**src/rtl/te_pkg.sv**
```systemverilog
package te_pkg;
  typedef enum logic [2:0] {
    ST_IDLE,
    ST_CMD,
    ST_TURN,
    ST_LINK_WAIT,
    ST_PIN_WAIT
  } te_state_e;

  localparam logic [7:0] TEAR_ON_OPC = 8'h35;
  localparam logic [7:0] TRIG_CODE   = 8'hBA;
endpackage

```
**src/rtl/te_edge_sync.sv**
```systemverilog
module te_edge_sync #(
  parameter int SYNC_STAGES = 2
) (
  input  logic clk_i,
  input  logic rst_ni,
  input  logic pin_i,
  input  logic fall_i,
  output logic edge_o
);
  logic [SYNC_STAGES-1:0] sync_q;
  logic                   prev_q;

  for (genvar g = 0; g < SYNC_STAGES; g++) begin : g_sync
    always_ff @(posedge clk_i or negedge rst_ni) begin
      if (!rst_ni) sync_q[g] <= 1'b0;
      else if (g == 0) sync_q[g] <= pin_i;
      else sync_q[g] <= sync_q[(g == 0) ? 0 : g-1];
    end
  end

  always_ff @(posedge clk_i or negedge rst_ni) begin
    if (!rst_ni) prev_q <= 1'b0;
    else         prev_q <= sync_q[SYNC_STAGES-1];
  end

  assign edge_o = fall_i ? (prev_q & ~sync_q[SYNC_STAGES-1])
                         : (~prev_q & sync_q[SYNC_STAGES-1]);

  // one polarity cannot fire on two consecutive cycles
  p_single_edge_r7: assert property (@(posedge clk_i) disable iff (!rst_ni)
    (edge_o && $stable(fall_i)) |=> !edge_o);
endmodule

```
**src/rtl/te_wait_timer.sv**
```systemverilog
module te_wait_timer #(
  parameter int TIMER_W = 16
) (
  input  logic               clk_i,
  input  logic               rst_ni,
  input  logic               run_i,
  input  logic [TIMER_W-1:0] limit_i,
  output logic               expire_o
);
  logic [TIMER_W-1:0] cnt_q;

  always_ff @(posedge clk_i or negedge rst_ni) begin
    if (!rst_ni)     cnt_q <= '0;
    else if (!run_i) cnt_q <= '0;
    else             cnt_q <= cnt_q + 1'b1;
  end

  assign expire_o = run_i && (limit_i != '0) && (cnt_q == limit_i - 1'b1);
endmodule

```
**src/rtl/te_sync_ctrl.sv**
```systemverilog
module te_sync_ctrl
  import te_pkg::*;
#(
  parameter int TIMER_W     = 16,
  parameter int SYNC_STAGES = 2
) (
  input  logic               clk_i,
  input  logic               rst_ni,
  input  logic               arm_i,
  input  logic               link_mode_i,
  input  logic               auto_refresh_i,
  input  logic               fall_edge_i,
  input  logic [TIMER_W-1:0] timeout_i,
  input  logic               te_pin_i,
  output logic               cmd_req_o,
  output logic [7:0]         cmd_opcode_o,
  input  logic               cmd_ack_i,
  output logic               bta_req_o,
  output logic               bus_peer_o,
  input  logic               rx_valid_i,
  input  logic [7:0]         rx_byte_i,
  output logic               reclaim_o,
  output logic               irq_o,
  output logic               refresh_start_o,
  output logic               err_o,
  output logic               busy_o
);
  te_state_e state_q, state_d;
  logic auto_q, irq_q, refresh_q, reclaim_q, err_q;
  logic pin_edge, expire, waiting, hit, timeout_ev, arm_ok;

  te_edge_sync #(.SYNC_STAGES(SYNC_STAGES)) i_edge (
    .clk_i  (clk_i),
    .rst_ni (rst_ni),
    .pin_i  (te_pin_i),
    .fall_i (fall_edge_i),
    .edge_o (pin_edge)
  );

  assign waiting = (state_q == ST_LINK_WAIT) || (state_q == ST_PIN_WAIT);

  te_wait_timer #(.TIMER_W(TIMER_W)) i_timer (
    .clk_i    (clk_i),
    .rst_ni   (rst_ni),
    .run_i    (waiting),
    .limit_i  (timeout_i),
    .expire_o (expire)
  );

  assign arm_ok     = (state_q == ST_IDLE) && arm_i;
  assign hit        = ((state_q == ST_LINK_WAIT) && rx_valid_i && (rx_byte_i == TRIG_CODE))
                   || ((state_q == ST_PIN_WAIT) && pin_edge);
  assign timeout_ev = waiting && !hit && expire;

  always_comb begin
    state_d = state_q;
    unique case (state_q)
      ST_IDLE:      if (arm_i) state_d = link_mode_i ? ST_CMD : ST_PIN_WAIT;
      ST_CMD:       if (cmd_ack_i) state_d = ST_TURN;
      ST_TURN:      state_d = ST_LINK_WAIT;
      ST_LINK_WAIT,
      ST_PIN_WAIT:  if (hit || timeout_ev) state_d = ST_IDLE;
      default:      state_d = ST_IDLE;
    endcase
  end

  always_ff @(posedge clk_i or negedge rst_ni) begin
    if (!rst_ni) begin
      state_q   <= ST_IDLE;
      auto_q    <= 1'b0;
      irq_q     <= 1'b0;
      refresh_q <= 1'b0;
      reclaim_q <= 1'b0;
      err_q     <= 1'b0;
    end else begin
      state_q   <= state_d;
      irq_q     <= hit;
      refresh_q <= hit && auto_q;
      reclaim_q <= timeout_ev && (state_q == ST_LINK_WAIT);
      if (arm_ok) begin
        auto_q <= auto_refresh_i;
        err_q  <= 1'b0;
      end else if (timeout_ev) begin
        err_q  <= 1'b1;
      end
    end
  end

  assign cmd_req_o       = (state_q == ST_CMD);
  assign cmd_opcode_o    = TEAR_ON_OPC;
  assign bta_req_o       = (state_q == ST_TURN);
  assign bus_peer_o      = (state_q == ST_LINK_WAIT);
  assign busy_o          = (state_q != ST_IDLE);
  assign irq_o           = irq_q;
  assign refresh_start_o = refresh_q;
  assign reclaim_o       = reclaim_q;
  assign err_o           = err_q;

  p_cmd_hold_r2: assert property (@(posedge clk_i) disable iff (!rst_ni)
    (cmd_req_o && !cmd_ack_i) |=> cmd_req_o);
  p_bta_then_peer_r3: assert property (@(posedge clk_i) disable iff (!rst_ni)
    bta_req_o |=> (!bta_req_o && bus_peer_o));
  p_link_phase_excl_r3: assert property (@(posedge clk_i) disable iff (!rst_ni)
    $onehot0({cmd_req_o, bta_req_o, bus_peer_o}));
  p_irq_pulse_r5: assert property (@(posedge clk_i) disable iff (!rst_ni)
    irq_o |=> !irq_o);
  p_refresh_needs_irq_r11: assert property (@(posedge clk_i) disable iff (!rst_ni)
    refresh_start_o |-> irq_o);
  p_reclaim_err_r9: assert property (@(posedge clk_i) disable iff (!rst_ni)
    reclaim_o |-> (err_o && !irq_o && !bus_peer_o));
endmodule

```
**config.mk**
```make
export PLATFORM = sky130hd
export DESIGN_NAME = te_sync_ctrl
export DESIGN_NICKNAME = d
export VERILOG_FILES = /design/src/rtl/te_pkg.sv /design/src/rtl/te_edge_sync.sv /design/src/rtl/te_wait_timer.sv /design/src/rtl/te_sync_ctrl.sv
export SDC_FILE = /design/constraint.sdc
export NUM_CORES = 1
export LEC_CHECK = 0
export BUFFER_PORTS_ARGS = -buffer_cell sky130_fd_sc_hd__buf_2
export CAP_MARGIN = 5
export CORE_ASPECT_RATIO = 0.9
export CORE_MARGIN = 3
export CORE_UTILIZATION = 53
export CTS_CLUSTER_DIAMETER = 80
export DETAILED_ROUTE_END_ITERATION = 10
export GPL_ROUTABILITY_DRIVEN = 0
export PLACE_DENSITY_LB_ADDON = 0.05
export SETUP_SLACK_MARGIN = 0.02
export SLEW_MARGIN = 20
export SYNTH_ARGS = -nofsm -noshare
export SYNTH_HDL_FRONTEND = slang
export SYNTH_SLANG_ARGS = --single-unit
```
**constraint.sdc**
```tcl
create_clock -name clk_i -period 2.3 [get_ports clk_i]
set_input_delay 0.115 -clock clk_i [delete_from_list [all_inputs] [get_ports clk_i]]
set_output_delay 0.115 -clock clk_i [all_outputs]
set_load 0.1 [all_outputs]
```
==> results of run 1 <==
logic make-up after synthesis:
logic type | synth area share
flops | 0.366
xor+xnor | 0.133
mux | 0.00610
other cells | 0.00407
simple gates | 0.288
compound gates | 0.124
fa+ha+maj | 0.0136
buf+inv | 0.0651
repair_timing:
| action | in CTS | in global routing |
|---|---|---|
| resized for setup | 0 | 2 |
| endpoints found under the hold margin | 28 | 0 |
| endpoints found under the setup margin | 0 | 3 |
| hold buffers | 2 | 0 |
report_power, final:
group,internal (mW),total [mW],switching (mW)
sequential,0.520,0.567,0.0467
clock,0.123,0.269,0.146
combinational,0.208,0.732,0.524
per-layer routing:
layer / vias up / part of all wire
met2: 42 / 0.43
met1: 732 / 0.52
li1: 830 / -
met4: 0 / 0.0065
met3: 2 / 0.041
met5: - / 0
area by class of cell:
class	instances	area (um2)	area share
clock buffers	3	41.3	0.0187
clock inverters	1	7.51	0.00340
inverters	10	41.3	0.0187
multi-input cells	168	1100	0.496
flip-flops and latches	27	677	0.306
well taps	42	52.6	0.0238
repair buffers	52	295	0.134
worst paths after layout:
| check | to | slack [ns] | cells past startpoint |
|---|---|---|---|
| min in group asynchronous | err_o | 0.37 | 2 |
| hold / removal | auto_q | 0.07 | 2 |
| setup reg to reg | state_q[1] | 0.18 | 7 |
| setup / recovery | state_q[1] | 0.18 | 7 |
| hold reg to reg | i_edge.sync_q[1] | 0.36 | 0 |
| max in group asynchronous | state_q[0] | 1.53 | 2 |
synth_stat cells, types with 2 or more instances:
cell type / instances
sky130_fd_sc_hd__buf_4: 8
sky130_fd_sc_hd__xor2_1: 15
sky130_fd_sc_hd__nand4_1: 4
sky130_fd_sc_hd__a31oi_1: 2
sky130_fd_sc_hd__nor4_1: 7
sky130_fd_sc_hd__nand3b_1: 2
sky130_fd_sc_hd__and2_1: 2
sky130_fd_sc_hd__ha_1: 2
sky130_fd_sc_hd__inv_1: 10
sky130_fd_sc_hd__and3_1: 3
sky130_fd_sc_hd__nand2b_1: 3
sky130_fd_sc_hd__nor3b_1: 4
sky130_fd_sc_hd__nor4b_1: 2
sky130_fd_sc_hd__nor3_1: 5
sky130_fd_sc_hd__a31o_1: 3
sky130_fd_sc_hd__clkbuf_1: 3
sky130_fd_sc_hd__o21ai_0: 4
sky130_fd_sc_hd__nor2_1: 26
sky130_fd_sc_hd__and3b_1: 2
sky130_fd_sc_hd__nand2_1: 16
sky130_fd_sc_hd__conb_1: 2
sky130_fd_sc_hd__xnor2_1: 13
sky130_fd_sc_hd__or3_1: 4
sky130_fd_sc_hd__or2_2: 2
sky130_fd_sc_hd__o311a_1: 2
sky130_fd_sc_hd__a21oi_1: 6
sky130_fd_sc_hd__nand3_1: 8
sky130_fd_sc_hd__dfrtp_1: 27
flip-flops by register name, summed over array words and instances (netlist names):
register         cells
irq_o                1
reclaim_o            1
refresh_start_o      1
i_edge.prev_q        1
auto_q               1
i_timer.cnt_q       16
i_edge.sync_q        2
err_o                1
state_q              3
through the flow:
stage | cells | total power [mW] | setup slack [ns]
after global routing | 303 | 1.65 | 0.0435
final | 303 | 1.57 | 0.178
after floorplan | 217 | 1.13 | 0.0617
after global placement | 297 | 1.29 | 0.0814
after detailed placement | 297 | 1.30 | 0.0297
after CTS | 303 | 1.57 | 0.0792
worst max-delay path, cell delays in order (launching register included):
cell                        delay [ns]
sky130_fd_sc_hd__dfrtp_1          0.41
sky130_fd_sc_hd__nand3b_1         0.20
sky130_fd_sc_hd__or4b_1           0.51
sky130_fd_sc_hd__o311a_1          0.43
sky130_fd_sc_hd__nand3_1          0.13
sky130_fd_sc_hd__nor4_2           0.05
sky130_fd_sc_hd__o2111ai_2        0.14
sky130_fd_sc_hd__a31o_1           0.20
==> results.txt, run 1 <==
- The final number of max-transition violations came to 0.
- Of the cells placed in the final design, the portion with a size suffix greater than 1 is 0.257.
- In this run the core area contains 19 standard-cell rows.
- Number of endpoints failing setup at the final stage: 0
- After routing, the total negative slack on setup checks comes to 0 ns.
- Post-CTS setup buffer count: 0
- For this run, global-route usage on met1 was measured as 0.328.
* GR Util All Layers: 0.200
* Final core utilization: 0.694
- TritonCTS built the clock tree.
- From synthesis to final layout, the design area changed by 19.8%.
* Share of synthesized area occupied by flip-flops and latches: 0.366
- Chip Width: roughly 68 um
- Unique cell type count in the Yosys netlist: 52
- Detailed router's first-iteration violation count: 60
- GRT Max-Usage Layer: met1
- In this run the remaining antenna-violating nets after routing total 0.
* Result of the run: finished clean
* Worst-Skew Late Latency: between 0.2 and 0.3 ns
- In this run the static leakage power is 0.981 nW.
- Clk slew on worst S/H paths: 0.09 ns
* Cells after synthesis: between 200 and 250
- Count of buffers inserted at the top-level ports: 40
* Half-perimeter wire length after placement: 3150 um
* Via count of the first global-routing pass: 1382
- Cell taking the most area after synthesis: sky130_fd_sc_hd__dfrtp_1
- The most critical setup path has its startpoint at state_q[2].
- During synthesis, Yosys emitted a total of 0 warnings.
* Total detailed-routing wirelength: 3980 um
- In the routed layout, each cell is associated on average with a via count of 5.30.
- Initial cell density of the core: 0.579
* Min Clock Period, post-route: approximately 2.1 ns
- The min-delay analysis places its worst path in the category input pin to flop.
- Worst Tran Pin Value: around 0.58 ns
- After global routing the overflow that remains totals 0.
- Wire length of the first global-routing pass: about 6300 um
* Hold WS: 0.0708 ns
- Maximum buffer depth of the clock tree: 2
* Detailed Routing Iterations Pass 1: 4
* IR drop worst, VDD: between 0.5 and 0.6 mV
- CP Data Arrival Time: 2.34 ns
- On the final layout, the worst clock skew is 0.00418 ns.
- Pin count of the biggest net entering global routing: 28
- CTS H-tree lvls: 1
- Cell area power density: a little over 700 nW/um2
- Critical Path Source Type: flop
- Reg-to-reg startpoint: state_q[2]
- 49 I/O pins were placed.
- In the finished design, the share of the clock period the worst path needs comes to 0.922.
- The placed instances occupy a cell area of between 2000 and 2500 um2.
- Number of maximum-capacitance constraint violations: 0
- Proportion of register bits with asynchronous set or reset after synthesis: 1.00
* Post-synth design cell area: about 1800 um2
- GR Layer Usage met2: 0.272
- For this run, design rule violations remaining after detail routing come to 0.
* Flops & latches, synth: 27
- Setup repair after global routing missed its margin: no
- The finished cells cover around 2200 um2.
* Most instantiated flip-flop cell in the synthesis netlist: sky130_fd_sc_hd__dfrtp_1
- The tree is rooted in a sky130_fd_sc_hd__clkbuf_8.
- Worst-path maximum fanout: 5
* Net count of the finished layout: slightly below 300
* Top cells by area, synth: sky130_fd_sc_hd__dfrtp_1 (37%), sky130_fd_sc_hd__xor2_1 (7.1%), sky130_fd_sc_hd__xnor2_1 (6.2%), sky130_fd_sc_hd__nor2_1 (5.3%), sky130_fd_sc_hd__buf_4 (3.3%)
- In this run, CTS created clock tree buffers numbering 3.
* Met3 GRT Util: 0.0216
* Number of endpoints with negative hold slack in the final report: 0
* Commonest non-fill, non-tap cells in the layout: sky130_fd_sc_hd__buf_2 (40), sky130_fd_sc_hd__nor2_1 (26), sky130_fd_sc_hd__dfrtp_1 (26)
- Number of synthesized flops with an enable pin: 0
* Die Y-Extent: ~62 um
* Max Clk Rate: about 470 MHz
* Sink count of the clock tree: 27
- Counting the fill cells in the layout gives 269.
- The worst setup path is of the flop to flop kind.
- Routed vias: around 1600
- In this run the most critical hold path is launched from auto_refresh_i.
* Share of the synthesized area in the top cell type: 0.366
- Most common cell after layout, fill and taps aside: sky130_fd_sc_hd__buf_2
- Wire length per cell: around 13 um
* Ant. Diodes: 0
- Crit end category: flop
* Worst slew margin relative to its limit: 0.617
- Mapped Avg Cell Area: approximately 8.7 um2
* Area enclosed by the die boundary: 4230 um2
- Required time at the endpoint of the critical path: between 2 and 3 ns
- The number of antenna violations at the first check in global routing came to 0.
- Core area: approximately 3200 um2
No activity file was read; power rests on OpenSTA's default activity.
==> run 2, diff against run 1 <==
--- a/config.mk
+++ b/config.mk
@@ -5,11 +5,12 @@
 export SDC_FILE = /design/constraint.sdc
 export NUM_CORES = 1
 export LEC_CHECK = 0
+export ABC_AREA = 1
 export BUFFER_PORTS_ARGS = -buffer_cell sky130_fd_sc_hd__buf_2
 export CAP_MARGIN = 5
 export CORE_ASPECT_RATIO = 0.9
 export CORE_MARGIN = 3
-export CORE_UTILIZATION = 53
+export CORE_UTILIZATION = 55
 export CTS_CLUSTER_DIAMETER = 80
 export DETAILED_ROUTE_END_ITERATION = 10
 export GPL_ROUTABILITY_DRIVEN = 0
==> constraint.sdc (replaced) <==
create_clock -name clk_i -period 2.65 [get_ports clk_i]
set_input_delay 0.1325 -clock clk_i [delete_from_list [all_inputs] [get_ports clk_i]]
set_output_delay 0.1325 -clock clk_i [all_outputs]
set_load 0.1 [all_outputs]
==> run 2 against run 1 <==
  * Clock power is 13% lower
  * Largest power group unchanged
  * Cell count is 39% higher
  * First-iteration DRC count is 150% higher
  * Clock skew hardly changed
  * Synthesized area is 15% higher
  * Critical endpoint is now state_q[0]
  * Non-clock buffer count is 10 lower
  * Sequential power is 11% lower
==> results.txt, run 2 <==
- Measured against its own limit, the worst slew margin works out to 0.603.
* GRT Max-Usage Layer: met2
- During placement, the flow inserted port buffers numbering 40.
- Total detailed-routing wirelength: approximately 4600 um
- Result of the run: finished clean
- Leakage power figure: around 1.3 nW
- Data on the critical path is required at its endpoint by ~2.8 ns.
* Count of unresolved DRC violations after routing: 0
- Across the run, the number of max-cap violations was 0.
- Detailed Routing Iterations Pass 1: 4
- The initial utilization of the core area, before any placement, comes to 0.600.
- Overall power: ~1.4 mW
- Residual overflow from global routing: 0
- Data on the critical path arrives at its endpoint at 2.28 ns.
- Area enclosed by the die boundary: about 4600 um2
- Sink count of the clock tree: 27
* Share of synthesized area occupied by flip-flops and latches: 0.319
* Layout cell share with drive strength beyond 1: 0.184
* CTS tree: yes
- Min-Delay Path Class: input pin to flop
- Yosys instantiated no cell more often than sky130_fd_sc_hd__nand2_1.
- IR drop worst, VDD: 0.998 mV
- In this run the clock root is driven by a sky130_fd_sc_hd__clkbuf_8.
- Registers with the most flip-flops: i_timer.cnt_q: 16 flops, state_q: 3 flops, i_edge.sync_q: 2 flops
* Met3 GRT Util: 0.0186
* Num ports: a little under 50
* Wire length per cell: between 10 and 15 um
- Multi-input gate area in the final layout: between 1000 and 1500 um2
- Post-route fraction of the period consumed by the critical path: 0.797
- The first global-routing pass estimated 7770 um of wire.
- Setup total negative slack on the finished layout was measured at 0 ns.
- The die is 64.9 um tall.
- Final Worst Setup Slack: approximately 0.54 ns
* Share of the synthesized area in the top cell type: 0.319
- Final core utilization: 0.679
- Unique cell type count in the Yosys netlist: 30
* Routed vias: 2060
- Post-synth design cell area: 2120 um2
- The library cells used most frequently in the layout, excluding fill and tap cells, are sky130_fd_sc_hd__nand2_1 (98), sky130_fd_sc_hd__inv_1 (53), sky130_fd_sc_hd__nor2_1 (50).
* Cell area after layout: about 2400 um2
* Number of endpoints failing setup at the final stage: 0
* Most common cell after layout, fill and taps aside: sky130_fd_sc_hd__nand2_1
- After floorplanning, the core was sized to cover between 3000 and 4000 um2.
* Routing usage on met1: 0.297
- Most prevalent standard cell on the critical path: sky130_fd_sc_hd__nand2_1
- Setup repair after global routing missed its margin: no
- Crit end category: flop
- Number of placed instances with taps included: 414
- Cell taking the most area after synthesis: sky130_fd_sc_hd__dfrtp_1
- CP peak stage delay: between 0.4 and 0.5 ns
* Post-route antenna net violation count: 0
* Max Clk Rate: about 470 MHz
- Clock tree synthesis inserted a total of 3 buffers.
- The longest clock path from root to sink contains 2 buffers.
* Register cell area after layout: between 600 and 700 um2
- Worst-Skew Late Latency: 0.27 ns
- In the synthesized netlist, the number of instances is around 330.
* Largest register FFs: 16
- Proportion of register bits with asynchronous set or reset after synthesis: 1.00
- Cell area power density: 592 nW/um2
- In this run, synthesis produced a sequential element count of 27.
* Register containing the most flip-flops in the final layout: i_timer.cnt_q
- The most used flip-flop cell after synthesis is sky130_fd_sc_hd__dfrtp_1.
- Along the worst path, the maximum fanout reaches 11.
* Net count of the finished layout: slightly above 400
* Half-perimeter wire length after placement: about 3800 um
* Pin count of the biggest net entering global routing: 28
- For this block, the initial DRC count from the detailed router was 149.
- Top cells by area, synth: sky130_fd_sc_hd__dfrtp_1 (32%), sky130_fd_sc_hd__nand2_1 (17%), sky130_fd_sc_hd__inv_1 (9.4%), sky130_fd_sc_hd__nor2_1 (8.9%), sky130_fd_sc_hd__nand3_1 (4.3%)
- The synthesized design contains 0 enable-type register cells.
- The clock period could shrink to approximately 2.1 ns.
* Signed area change from the synthesized netlist to the final layout: 13.1%
* Placement Rows: 20
* Final max-slew violation count: 0
* Hold WS: around 0.086 ns
- Mapped Avg Cell Area: about 6.4 um2
- Across every metal layer, demand over resource in global routing totals 0.205.
- Worst Tran Pin Value: a little under 0.6 ns
* Chip Width: ~71 um
* Placed Area: about 2300 um2
- The setup path with the least slack is of type flop to flop.
- Count of synthesis-stage warnings from yosys: 0
- The kind of cell with the highest combined delay along the critical path is simple AND/OR/NAND/NOR gates.
* Ant. Diodes: 0
- Post-CTS setup buffer count: 0
- After filler insertion, the fill cell instance count of the layout stands at 354.
* Critical Path Source Type: flop
- Vias per std cell: between 4 and 5
* Final cell count without fillers: 420
- Post-synth top cells: sky130_fd_sc_hd__nand2_1 (98), sky130_fd_sc_hd__inv_1 (53), sky130_fd_sc_hd__nor2_1 (50), sky130_fd_sc_hd__dfrtp_1 (27), sky130_fd_sc_hd__nand3_1 (18)
* Chain of cells forming the critical path: o21ai_0 -> nand2_1 -> nor2_1 -> nand2_1 -> nor2_1 -> nand3_1 -> nor2_1 -> nand2_1 -> o21bai_4 -> nand2_2 -> nand2_1 -> nand2_1
* Buffers plus inverters on the worst setup path: 0
* CTS H-tree lvls: 1
- After clock tree synthesis, the repair step resized 0 gates.
- The via count of the first global-routing pass came to roughly 1800.
- The clock arrives with 0.00372 ns of skew.
- GR Layer Usage met2: 0.325
- Antenna violations before repair: 0
- Among all stages on the critical path, the largest delay is contributed by sky130_fd_sc_hd__dfrtp_1.
- Clock-pin slew was measured on the worst setup and hold paths at around 0.090 ns.
* Setup slack at placement: 0.592 ns
* Number of endpoints with negative hold slack in the final report: 0
## run 2: cell types whose count changed in the layout (fill, tap and decap cells not counted), moves of 14 or more
| cell | previous run | this run |
|---|---|---|
| sky130_fd_sc_hd__xor2_1 | 15 | 1 |
| sky130_fd_sc_hd__nor2_1 | 26 | 50 |
| sky130_fd_sc_hd__inv_1 | 9 | 53 |
| sky130_fd_sc_hd__nand2_1 | 16 | 98 |
## run 2: layer usage
| layer | vias to the layer above | part of all wire |
|---|---|---|
| met1 | 900 | 0.51 |
| met3 | 8 | 0.043 |
| met4 | 0 | 0.014 |
| li1 | 1103 | - |
| met2 | 49 | 0.44 |
| met5 | - | 0 |
## run 2: cell type report
type                            instances  area share
Sequential cell                        27       0.282
Clock buffer                            4      0.0188
Multi-Input combinational cell        249       0.500
Timing Repair Buffer                   42      0.0919
Tap cell                               44      0.0230
Inverter                               54      0.0846
## run 2: what timing repair did
action,in CTS,in global routing
endpoints found under the setup margin,0,0
hold endpoints to repair,28,0
hold buffers,2,0
## run 2: final timing paths
| kind | end | from | cells past startpoint | slack [ns] |
|---|---|---|---|---|
| min in group asynchronous | i_timer.cnt_q[1] | rst_ni | 2 | 0.39 |
| max in group asynchronous | i_timer.cnt_q[14] | rst_ni | 2 | 1.87 |
| setup / recovery | state_q[0] | state_q[1] | 12 | 0.54 |
| hold / removal | auto_q | auto_refresh_i | 3 | 0.09 |
| hold reg to reg | i_edge.sync_q[1] | i_edge.sync_q[0] | 0 | 0.36 |
| setup reg to reg | state_q[0] | state_q[1] | 12 | 0.54 |
## run 2: where the power goes
group / switching (mW) / total [mW] / leakage (nW) / internal [mW]
Clock: 0.126 / 0.234 / 0.0228 / 0.108
Combinational: 0.523 / 0.682 / 0.894 / 0.159
Sequential: 0.0494 / 0.503 / 0.364 / 0.453
Total: 0.699 / 1.42 / 1.28 / 0.720
## run 2: cells by family (layout without fill, tap and decap cells)
logic type	Yosys count	count (layout)	share of synthesized area
AO/OA/AOI/OAI	30	30	0.0821
XOR/XNOR	4	4	0.0165
adder cells (fa/ha/maj)	2	2	0.0118
buffers and inverters	63	100	0.126
flip-flops	27	27	0.319
other	2	8	0.00355
AND/OR/NAND/NOR	205	205	0.441
## run 2: worst reg2reg max path, cell delays in order, from the launching register on
cell	delay (ns)
sky130_fd_sc_hd__dfrtp_1	0.46
sky130_fd_sc_hd__o21ai_0	0.19
sky130_fd_sc_hd__nand2_1	0.28
sky130_fd_sc_hd__nor2_1	0.20
sky130_fd_sc_hd__nand2_1	0.08
sky130_fd_sc_hd__nor2_1	0.13
sky130_fd_sc_hd__nand3_1	0.08
sky130_fd_sc_hd__nor2_1	0.13
sky130_fd_sc_hd__nand2_1	0.11
sky130_fd_sc_hd__o21bai_4	0.16
sky130_fd_sc_hd__nand2_2	0.08
sky130_fd_sc_hd__nand2_1	0.06
sky130_fd_sc_hd__nand2_1	0.05
==> run 3, diff against run 2 <==
--- a/config.mk
+++ b/config.mk
@@ -10,7 +10,7 @@
 export CAP_MARGIN = 5
 export CORE_ASPECT_RATIO = 0.9
 export CORE_MARGIN = 3
-export CORE_UTILIZATION = 55
+export CORE_UTILIZATION = 49
 export CTS_CLUSTER_DIAMETER = 80
 export DETAILED_ROUTE_END_ITERATION = 10
 export GPL_ROUTABILITY_DRIVEN = 0
==> constraint.sdc (replaced) <==
create_clock -name clk_i -period 1.7 [get_ports clk_i]
set_input_delay 0.085 -clock clk_i [delete_from_list [all_inputs] [get_ports clk_i]]
set_output_delay 0.085 -clock clk_i [all_outputs]
set_load 0.1 [all_outputs]
==> run 3 against run 2 <==
  * The run now ends with setup timing left
  * Die area is 11% higher
  * Worst hold slack worse by 0.046 ns
  * Clock skew is 0.0020 ns lower
  * Largest power group unchanged
  * Highest routed layer unchanged
==> results.txt, run 3 (same netlist as run 2, synthesis figures left out) <==
- Worst slew margin relative to its limit: 0.604
- Number of cells on the worst hold path: 3
- Endpoint with the worst hold slack: auto_q
- Clock tree synthesis selected as its root buffer the cell sky130_fd_sc_hd__clkbuf_8.
* Sink count of the clock tree: 27
- Length of routed wiring on met1: ~2300 um
- Across all layers, the routed design uses between 2000 and 2500 vias.
- Highest metal used: met4
- Leaving out fill and tap cells, the most frequent cell in the layout is sky130_fd_sc_hd__nand2_1.
- In the post-route analysis, the smallest setup slack over all paths is -0.0792 ns.
- For the worst setup path, the data arrival time is about 1.9 ns.
- For the worst flop-to-flop path, the logic depth is 15.
- HP Start: auto_refresh_i
* Cell area power density: 886 nW/um2
- The count of nets left with antenna violations once routing finished came out at 0.
- Num ports: just under 50
- Wire length on met3: 138 um
- Count of unresolved DRC violations after routing: 0
* Residual overflow from global routing: 0
- Number of endpoints failing setup at the final stage: 4
- Wire length of the first global-routing pass: 7600 um
- The final layout contains routed wiring with a total length of 4920 um.
* Wire length per cell: 10.8 um
- Pin count of the biggest net entering global routing: 28
* Setup repair after global routing missed its margin: yes
* Max Clk Rate: approximately 560 MHz
- For this run, the total global-route usage over all layers was measured as 0.190.
- The setup check on the worst reg-to-reg path leaves a slack of -0.08 ns.
- Critical Path Source Type: flop
* Count of buffers inserted at the top-level ports: 40
- On the final layout, the worst clock skew is around 0.0018 ns.
- The flow ran to the end, but the final reports show violations.
- TritonCTS built the clock tree.
- The HPWL after detailed placement is about 4100 um.
* End of the worst register-to-register path: state_q[1]
* Number of placed instances with taps included: about 450
* Largest register FFs: 16
- Min-Delay Path Class: input pin to flop
- Initial cell density of the core: 0.513
* Net count of the finished layout: between 400 and 500
- At the worst endpoint, the required time is 1.86 ns.
- Of the cells placed in the final design, the portion with a size suffix greater than 1 is 0.282.
- Length of routed met2 wiring: between 2000 and 2500 um
* Worst-Skew Late Latency: about 0.26 ns
- The final reports fail on setup timing.
- 0 antenna diodes ended up in the layout.
- CTS H-tree lvls: 1
- The via count of the first global-routing pass was about 1800.
* Commonest non-fill, non-tap cells in the layout: sky130_fd_sc_hd__nand2_1 (94), sky130_fd_sc_hd__inv_1 (52), sky130_fd_sc_hd__nor2_1 (44)
- Placement Rows: 22
* TritonCTS buffer count: 3
* Final max-slew violation count: 0
* Detailed router's first-iteration violation count: between 80 and 90
* Core area: approximately 4100 um2
- Category of the critical setup timing path: flop to flop
- Registers with the most flip-flops: i_timer.cnt_q: 16 flops, state_q: 3 flops, i_edge.sync_q: 2 flops
- Maximum buffer depth of the clock tree: 2
* Register containing the most flip-flops in the final layout: i_timer.cnt_q
* Setup Total Neg Slack: -0.235 ns
* Crit end category: flop
- Detailed Routing Iterations Pass 1: 5
- Leakage power figure: ~1.4 nW
- Along the worst path, the maximum fanout reaches 4.
- Antenna violations before repair: 0
* Worst Tran Pin Value: around 0.6 ns
- Die Y-Extent: slightly below 70 um
- Number of maximum-capacitance constraint violations: 0
- Post-route fraction of the period consumed by the critical path: 1.05
* Final cell count without fillers: approximately 460
- Hold WS: 0.0394 ns
- Subtracting the final worst setup slack from the clock period gives about 1.8 ns.
- The die is 75.3 um wide.
* Area enclosed by the die boundary: between 5000 and 6000 um2
- IR analysis of the VDD net gives a maximum drop of ~1.2 mV.
- Power comes to around 2.4 mW.
- In the routed layout, each cell is associated on average with a via count of 4.75.
- The final count of hold timing violations came to 0.
- Clock-pin slew was measured on the worst setup and hold paths at 0.09 ns.
- Signed area change from the synthesized netlist to the final layout: 28.2%
- Reg-to-reg startpoint: i_timer.cnt_q[0]
## run 3: cell count changes in the layout (fill, tap and decap cells not counted), moves of 2 or more
cell / previous run / this run
sky130_fd_sc_hd__buf_4: 0 / 31
sky130_fd_sc_hd__nor2_1: 50 / 44
sky130_fd_sc_hd__o21ai_0: 12 / 10
sky130_fd_sc_hd__nand2_1: 98 / 94
sky130_fd_sc_hd__buf_6: 0 / 2
sky130_fd_sc_hd__nand2_2: 7 / 11
sky130_fd_sc_hd__nor2_2: 6 / 11
sky130_fd_sc_hd__buf_2: 40 / 37
## run 3: routing by layer
layer  vias to the layer above  track usage
met3                         2       0.0264
met2                        32        0.338
met1                       971        0.256
met4                         0       0.0131
li1                       1163            -
met5                         -            0
## run 3: what timing repair did
item                                   CTS  global route
cloned                                   0             0
setup endpoints to repair                6            12
endpoints found under the hold margin   28             0
resized for setup                        8            11
pin swaps                                1             1
setup buffers                            1             2
hold buffers                             2             0
## run 3: where the power goes
part           switching [mW]  leakage [nW]  internal, mW
Clock                   0.187        0.0255         0.164
Combinational           0.892          1.06         0.406
Sequential             0.0504         0.364         0.707
## run 3: stage by stage
stage                     cell area (um2)  setup WS [ns]  utilization
after global routing                 2720         -0.282        0.658
after floorplan                      2150         0.0471            -
final                                2720        -0.0792        0.658
after detailed placement             2570         -0.201        0.623
after global placement               2570         -0.152        0.623
after CTS                            2670        -0.0779        0.647
## run 3: cell type report
type,count,area (um2)
tap,48,60.1
clock inverter,1,5.00
sequential,27,676
fill,399,1410
inverter,54,203
multi-input combinational,249,1240
timing repair buffer,74,488
clock buffer,3,41.3
## run 3: worst max path at each step
stage / cells after the start / start / to
after CTS: 15 / i_timer.cnt_q[0] / state_q[1]
after global routing: 15 / i_timer.cnt_q[0] / state_q[1]
final: 15 / i_timer.cnt_q[0] / state_q[1]
after detailed placement: 16 / timeout_i[0] / state_q[2]
after floorplan: 10 / i_timer.cnt_q[0] / i_timer.cnt_q[14]
after global placement: 14 / timeout_i[0] / state_q[1]
## run 3: worst max-delay path, stage by stage, from the launching register on
cell and delay, ns:
sky130_fd_sc_hd__dfrtp_1 0.40, sky130_fd_sc_hd__buf_6 0.13, sky130_fd_sc_hd__nand2_2 0.05, sky130_fd_sc_hd__inv_2 0.03, sky130_fd_sc_hd__nor2_2 0.06, sky130_fd_sc_hd__nand2_1 0.07, sky130_fd_sc_hd__nor2_1 0.09, sky130_fd_sc_hd__nand2_1 0.07
sky130_fd_sc_hd__nor2_2 0.10, sky130_fd_sc_hd__nand3_1 0.10, sky130_fd_sc_hd__nor2_2 0.14, sky130_fd_sc_hd__nand2_2 0.08, sky130_fd_sc_hd__o21bai_4 0.16, sky130_fd_sc_hd__nand2_2 0.08, sky130_fd_sc_hd__nand2_1 0.07, sky130_fd_sc_hd__nand2_1 0.04
